### config.mk
export PLATFORM = sky130hd
export DESIGN_NAME = seqmul
export DESIGN_NICKNAME = d
export VERILOG_FILES = /design/src/rtl/seqmul.sv
export SDC_FILE = /design/constraint.sdc
export NUM_CORES = 1
export LEC_CHECK = 0
export ABC_AREA = 1
export ABC_CLOCK_PERIOD_IN_PS = 2650
export BUFFER_PORTS_ARGS = -buffer_cell sky130_fd_sc_hd__buf_2
export CORE_MARGIN = 4
export CORE_UTILIZATION = 56
export CTS_CLUSTER_DIAMETER = 50
export DETAILED_ROUTE_END_ITERATION = 8
export PLACE_DENSITY = 0.81
export SLEW_MARGIN = 20
export SYNTH_ARGS = -nofsm -noshare
export SYNTH_HDL_FRONTEND = slang
export SYNTH_SLANG_ARGS = --single-unit
### constraint.sdc
create_clock -name clk -period 2.65 [get_ports clk]
set_input_delay 0.1325 -clock clk [delete_from_list [all_inputs] [get_ports clk]]
set_output_delay 0.1325 -clock clk [all_outputs]
set_load 0.03 [all_outputs]
### src/rtl/seqmul.sv
module seqmul #(
  parameter int W = 32
) (
  input  logic             clk,
  input  logic             rst,
  input  logic             go,
  input  logic [W-1:0]     mcand,
  input  logic [W-1:0]     mplier,
  output logic             busy,
  output logic             done,
  output logic [2*W-1:0]   product
);
  localparam int CW = $clog2(W) + 1;

  logic [W-1:0]   mc_q;
  logic [2*W-1:0] acc_q;
  logic [CW-1:0]  step_q;
  logic           busy_q, done_q;
  logic [W-1:0]   addend;
  logic [W:0]     sum;
  logic           last;

  assign addend  = acc_q[0] ? mc_q : '0;
  assign sum     = {1'b0, acc_q[2*W-1:W]} + {1'b0, addend};
  assign last    = (step_q == CW'(W - 1));
  assign busy    = busy_q;
  assign done    = done_q;
  assign product = acc_q;

  always_ff @(posedge clk) begin
    if (rst) begin
      acc_q  <= '0;
      mc_q   <= '0;
      step_q <= '0;
      busy_q <= 1'b0;
      done_q <= 1'b0;
    end else begin
      done_q <= busy_q && last;
      if (busy_q) begin
        acc_q  <= {sum, acc_q[W-1:1]};
        step_q <= step_q + 1'b1;
        if (last) busy_q <= 1'b0;
      end else if (go) begin
        acc_q  <= {{W{1'b0}}, mplier};
        mc_q   <= mcand;
        step_q <= '0;
        busy_q <= 1'b1;
      end
    end
  end
endmodule


Word-level counts from Yosys, hierarchy flattened:

Cells that the tools add are included.

* add/sub/neg operators: 2
* multipliers: 0
* div/mod/pow operators: 0
* magnitude comparators: 0
* eq/ne operators: 1
* shift operators: 0
* muxes and demuxes: 8
* bitwise logic cells: 1
* reduce and logical (&&, ||, !) cells: 3

Operators by type and width (number)
* $mux W64: 2
* $add A32 B32 Y33: 1
* $mux W32: 1
* $mux W6: 2
* $add A6 B1 Y6 const B: 1
* $eq A6 B5 Y1 const B: 1
* $mux W1: 3
* $reduce_and A2 Y1: 1
* $reduce_bool A2 Y1: 1
* $logic_and A1 B1 Y1: 1
* $not A1 Y1: 1

* bits in registers: 104
* latch bits: 0
* RAM bits: 0
* ROM bits: 0
* logic and storage cells: 20
* memories kept: 0

Logic depth before layout (Yosys ltp):

Gate-level depths: netlist of run 1.

* depth in word-level cells: 3
* mapped depth: 18
* gate-level depth less buffers: 16

Worst setup path before layout of run 1:

Ideal clock, no wire load.

* path type: flip-flop to flip-flop
* start: register acc_q[0], in the netlist product[0]
* end: register acc_q[63], in the netlist product[63]
* setup time: 0.066 ns
* data arrival time: 2.476 ns
* data required time: 2.584 ns
* path slack: 0.108 ns
* stages on the path, launching flop included: 19
* cells stage by stage: dfxtp_1 > clkbuf_1 > clkbuf_1 > nand2_1 > inv_1 > ha_1 > inv_1 > fa_1 > inv_1 > nand3_1 > nand3_1 > nand2_1 > nand2_2 > nand3_1 > nand2_1 > nand2_1 > nand2_1 > nand2_1 > a21oi_2

* cells in the longest elaborated chain, start to end: 3

Ends and longest elaborated chain
* start, declared: RTL line 16 `logic [2*W-1:0] acc_q;`
* start signal, assigned: RTL line 40 `acc_q <= {sum, acc_q[W-1:1]};`
* start signal, assigned: RTL line 44 `acc_q <= {{W{1'b0}}, mplier};`
* $mux W32: RTL line 23 `assign addend = acc_q[0] ? mc_q : '0;`
* $add A32 B32 Y33: RTL line 24 `assign sum = {1'b0, acc_q[2*W-1:W]} + {1'b0, addend};`
* $mux W64: RTL line 39 `if (busy_q) begin`

Every way passes these cells.
A chain may end at the register's enable or synchronous reset.

Worst setup path after layout of run 1:

Same ends and word-level chain as after synthesis.

==> results of run 1 <==
-- state kept, by name, indices dropped and copies added (netlist names) --
signal,count
busy,1
done,1
mc_q,32
product,64
step_q,6
-- area by class of cell --
cell class,count,area (sq um)
clock buffer,11,243
clock inverter,5,38.8
fill,1106,3970
inverter,189,709
multi-input combinational,782,3860
sequential,104,2080
tap,147,184
timing repair buffer,156,878
-- cells by family after synthesis --
family / Yosys count
simple gates: 610
buf+inv: 229
compound gates: 138
flops: 104
fa+ha+maj: 34
-- worst min path at each step --
stage          slack [ps]               endpoint  startpoint
2_1_floorplan         270   mc_q[0]$_SDFFE_PP0P_    mcand[0]
3_3_place_gp          360   mc_q[0]$_SDFFE_PP0P_    mcand[0]
3_5_place_dp          360   mc_q[0]$_SDFFE_PP0P_    mcand[0]
4_1_cts                 2   mc_q[4]$_SDFFE_PP0P_    mcand[4]
5_1_grt                10  mc_q[22]$_SDFFE_PP0P_   mcand[22]
6_report                6   mc_q[4]$_SDFFE_PP0P_    mcand[4]
-- power by group through the flow --
| stage | clock network, W | registers, W | logic (W) |
|---|---|---|---|
| floorplan | 0 | 0.00178 | 0.000248 |
| global placement | 0 | 0.00173 | 0.000449 |
| detailed placement | 0 | 0.00173 | 0.000457 |
| CTS | 0.00133 | 0.00169 | 0.000477 |
| global route | 0.00140 | 0.00170 | 0.000532 |
| finish | 0.00130 | 0.00169 | 0.000476 |
-- layer usage --
layer  up-vias  wire [microns]  track usage
li1       3680               -            -
met2       217            8690        0.441
met1      3189            8460        0.358
met3        28            1360       0.0622
met5         -               0            0
met4         0             334       0.0747
-- worst min-delay path: stages --
cell	delay (ps)
buf_2	70
nor2_1	40
nor2_1	80
-- stage by stage --
stage,power [W],cell area (sq um),setup WS [ps],instances
finish,0.00347,7990,387,1394
global route,0.00363,7990,126,1394
CTS,0.00350,7990,402,1394
detailed placement,0.00218,7560,423,1363
global placement,0.00217,7560,479,1363
floorplan,0.00202,6820,108,1115
-- Yosys cell counts (2+ instances only) --
master,number
a21o_1,2
a21oi_1,57
a21oi_2,11
a22oi_1,18
buf_2,15
buf_4,2
clkbuf_1,21
dfxtp_1,104
ha_1,33
inv_1,172
inv_2,16
nand2_1,390
nand2_2,21
nand3_1,50
nand3_2,16
nand3b_1,4
nand4_1,3
nor2_1,107
nor2_2,4
nor2_4,2
nor3_1,2
nor3_2,3
o211ai_1,2
o21ai_0,44
o21bai_1,2
or2_1,3
or2_2,3
==> run summary, run 1 <==
DR WL/cell -> 13.5 microns
Leak -> 4.74 nW
Hold Path Class -> input pin to flip-flop
CP bufs+invs -> 4
Clk buf depth -> 2
Leading area contributor after synthesis -> dfxtp_1
Vias -> 7,114
Io pins -> 133
Critical Path RT -> 2940 ps
Clock share of power -> 0.375
Hold path cells -> 3
Worst hold slack -> 6.10 ps
Syn Nets -> 1,216
Beginning of the critical path -> product[0]$_SDFFE_PP0P_
Post-layout net count -> 1,343
WL final -> 18.8 mm
Most frequent cells in the layout -> nand2_1, inv_1, buf_2, nor2_1, dfxtp_1
Post-cts repair resize count -> 0
Post-synth EDFFs -> 0
Average size of a mapped cell -> 6.11 sq um
RSZ-0062 raised after global routing -> false
IO buf count -> 132
CP Cell Sequence -> buf_4, nand2_1, inv_1, ha_1, inv_1, fa_1, inv_1, nand3_1, nand3_1, nand2_1, nand2_2, nand3_1, nand2_1, nand2_1, nand2_1, nand2_1, a21oi_2
TNS Setup -> 0 ps
Startpoint Class -> flip-flop
Initial Util -> 0.570
CORE AREA -> 12,000 sq um
Critical path class -> flip-flop to flip-flop
Crit. End Element -> flip-flop
Synth Flop Type -> dfxtp_1
Yosys Warn Count -> 0
Largest net degree at the start of global routing -> 66
DP Wirelength -> 13.9 mm
Synth cell types -> 35
Status -> complete, no violations
CTS tree -> yes
Total iterations of the first detailed-routing run -> 5
Power per cell area -> 434 nW/um^2
Seq pwr share -> 0.488
CP max stage cell -> fa_1
Cell mode on critical path -> nand2_1
Hold Buf Count CTS -> 15
Multiplexer share of the synthesized area -> 0
Layout cell share with drive strength beyond 1 -> 0.191
Die Y -> 118 microns
Crit-path leading delay family -> simple AND/OR/NAND/NOR gates
R2R Setup Slk -> 390 ps
Row count -> 40
Switch Pwr -> 0.000992 W
DR DRC count -> 0
Routability Congestion -> 0.992
Final setup viols -> 0
First-pass GRT wire length -> 31.3 mm
Post-synthesis xor/xnor area fraction -> 0
Async set or reset register ratio after synthesis -> 0
Initial DRC Count -> 505
Min cycle time layout -> 2260 ps
Antenna violations before repair -> 0
Synth Register Bits -> 104
Post-route ant nets -> 0
H-tree depth -> 3
Vias/cell -> 5.10
Post-Synthesis Cells -> 1,115
Ant. Diodes -> 0
Peak Freq -> 442 MHz
Final hold vios -> 0
Commonest non-fill, non-tap cell in the layout -> nand2_1
Post-CTS Repair Setup Buffers -> 0
Register area share after synthesis -> 0.305
RR Startpoint -> product[0]$_SDFFE_PP0P_
Die ar. -> 14,000 sq um
Final core utilization -> 0.668
Tot GR Track Use -> 0.270
Largest family of logic cells by synthesized area -> simple AND/OR/NAND/NOR gates
Internal -> 0.00248 W
Largest stage delay, worst path -> 350 ps
Crit path max fanout -> 13
R2R Path End -> product[63]$_SDFFE_PP0P_
Top-area cell type share of the netlist area -> 0.305
Combinational share of power -> 0.137
Crit. path cell count -> 17
Worst Tran Pin Value -> 906 ps
Vias in the first global route -> 6,586
Area share of fa/ha/maj cells after synthesis -> 0.0635
Fin crit share -> 0.854
Max VDD drop -> 489 uV
Slew headroom -> 0.392
Compound-cell area share of the yosys netlist -> 0.117
R2R depth -> 17
Critical Path AT -> 2560 ps
Dominant cells by area after synthesis -> dfxtp_1, nand2_1, inv_1
Chip width -> 118 microns
Pins over their slew limit -> 0
Layout Skew -> 11.4 ps
Clock transition at path regs -> 70 ps
Clk sinks -> 104
Sw frac -> 0.286
CP Capture Point -> product[63]$_SDFFE_PP0P_
Total CTS buffers -> 9
Worst-Skew Late Latency -> 360 ps
Mapped cell area -> 6820 sq um
Global route overflow -> 0
Synthesis-to-layout area growth -> 17.3%
Synth Area in Simple Gates -> 0.383
Max-Cap Viols -> 0
Root Buffer -> clkbuf_16
(Power assumes the default switching activity.)
==> run 2: changes to the inputs <==
- REMOVE_ABC_BUFFERS: not set -> 1
==> run 2 against run 1 <==
  * Non-clock buffer count increased by 5
  * Cell count increased by 0.36%
  * Sequential power about the same
  * Final area increased by 0.95%
  * Register-to-register slack improved by 90 ps
  * Fmax increased by 4.0%
  * Count of clock-buffer cells in the layout decreased by 1
  * Routed wire length decreased by 5.4%
  * Worst hold slack improved by 1.2 ps
  * Largest cell class unchanged
==> run summary, run 2 (same netlist as run 1, synthesis figures left out) <==
IO buf count -> 132
RSZ-0062 raised after global routing -> false
Io pins -> 133
Crit-path leading delay family -> simple AND/OR/NAND/NOR gates
Clk buf depth -> 2
Ant. Diodes -> 0
Hold Path Class -> input pin to flip-flop
R2R Setup Slk -> 470 ps
Min cycle time layout -> 2180 ps
FF+latch area -> 2080 sq um
Largest stage delay, worst path -> 380 ps
Final core utilization -> 0.675
RR Startpoint -> product[0]$_SDFFE_PP0P_
Largest net degree at the start of global routing -> 66
H-tree depth -> 3
Tot GR Track Use -> 0.257
Max VDD drop -> 419 uV
Crit. End Element -> flip-flop
Post-layout net count -> 1,348
Startpoint Class -> flip-flop
Critical Path RT -> 2870 ps
Final setup viols -> 0
Global route overflow -> 0
Initial DRC Count -> 474
Leak -> 4.77 nW
Beginning of the critical path -> product[0]$_SDFFE_PP0P_
Chip width -> 118 microns
Max-Cap Viols -> 0
Slew headroom -> 0.320
CP max stage cell -> dfxtp_1
Post-route ant nets -> 0
CP Cell Sequence -> buf_12, nand2_1, inv_1, ha_1, nor2_1, inv_1, nand3_1, nand2_1, nand2_1, nand2_2, or2_1, nand3_1, a21oi_1
Total CTS buffers -> 9
Critical Path AT -> 2400 ps
Layout cell share with drive strength beyond 1 -> 0.190
Post-CTS Repair Setup Buffers -> 0
Row count -> 40
Crit path max fanout -> 33
Initial Util -> 0.570
Filler cells -> 1,165
Pins over their slew limit -> 0
Worst Tran Pin Value -> 1010 ps
Status -> complete, no violations
DR DRC count -> 0
Critical path class -> flip-flop to flip-flop
Die ar. -> 14,000 sq um
Vias -> 7,010
Worst-Skew Late Latency -> 360 ps
CP bufs+invs -> 3
Clk sinks -> 104
Total power -> 0.00345 W
Fin crit share -> 0.821
Vias in the first global route -> 6,422
Layout Skew -> 6.58 ps
Die Y -> 118 microns
CORE AREA -> 12,000 sq um
Peak Freq -> 460 MHz
Footprint of the multi-input gates -> 3860 sq um
Antenna violations before repair -> 0
Total iterations of the first detailed-routing run -> 5
CTS tree -> yes
Final hold vios -> 0
WL final -> 17.8 mm
Max FFs per register -> 64
DR WL/cell -> 12.7 microns
HP Start -> mcand[12]
Root Buffer -> clkbuf_16
DP Wirelength -> 13.0 mm
Clock transition at path regs -> 70 ps
Commonest non-fill, non-tap cell in the layout -> nand2_1
Most frequent cells in the layout -> nand2_1, inv_1, buf_2, nor2_1, dfxtp_1
Cell mode on critical path -> nand2_1
First-pass GRT wire length -> 30.2 mm
Power per cell area -> 428 nW/um^2
Vias/cell -> 5.01
Synthesis-to-layout area growth -> 18.4%
Routability Congestion -> 0.942
[run 2: cell type report]
class                      instances  area share
inverter                         189      0.0879
clock inverter                     6     0.00636
multi-input combinational        782       0.478
clock buffer                      10      0.0284
timing repair buffer             161       0.118
tap                              147      0.0228
sequential                       104       0.258
[run 2: final timing paths]
check | endpoint | depth (start not counted)
setup / recovery | product[44]$_SDFFE_PP0P_ | 13
hold / removal | mc_q[12]$_SDFFE_PP0P_ | 3
setup reg to reg | product[44]$_SDFFE_PP0P_ | 13
hold reg to reg | done$_SDFF_PP0_ | 1
[run 2: timing repair]
item	4_1_cts	5_1_grt
gates resized for setup	0	0
hold buffers	21	0
endpoints found under the hold margin	21	0
[run 2: routing by layer]
layer  vias to the layer above  global-route usage  routed length, microns
met2                       207               0.417                    7960
met3                        23              0.0483                    1220
met4                         0              0.0872                     353
li1                       3694                   -                       -
met5                         -                   0                       0
met1                      3086               0.344                    8290
[run 2: tightest hold or removal path: stages]
cell    delay, ps
buf_2          80
nor2_1         30
nor2_1         80
[run 2: report_power, final]
group | switching (W) | internal (W)
sequential | 0.0000521 | 0.00164
clock | 0.000628 | 0.000653
combinational | 0.000309 | 0.000175
[run 2: metrics by stage]
stage	setup slack [ps]	hold WS (ps)	instances	setup TNS, ps	cell area [sq um]
after floorplan	-2140	195	1075	-133790	6630
after global placement	563	352	1362	0	7580
after detailed placement	520	360	1362	0	7580
after CTS	485	0.516	1399	0	8070
after global routing	221	10.6	1399	0	8070
final	474	7.26	1399	0	8070
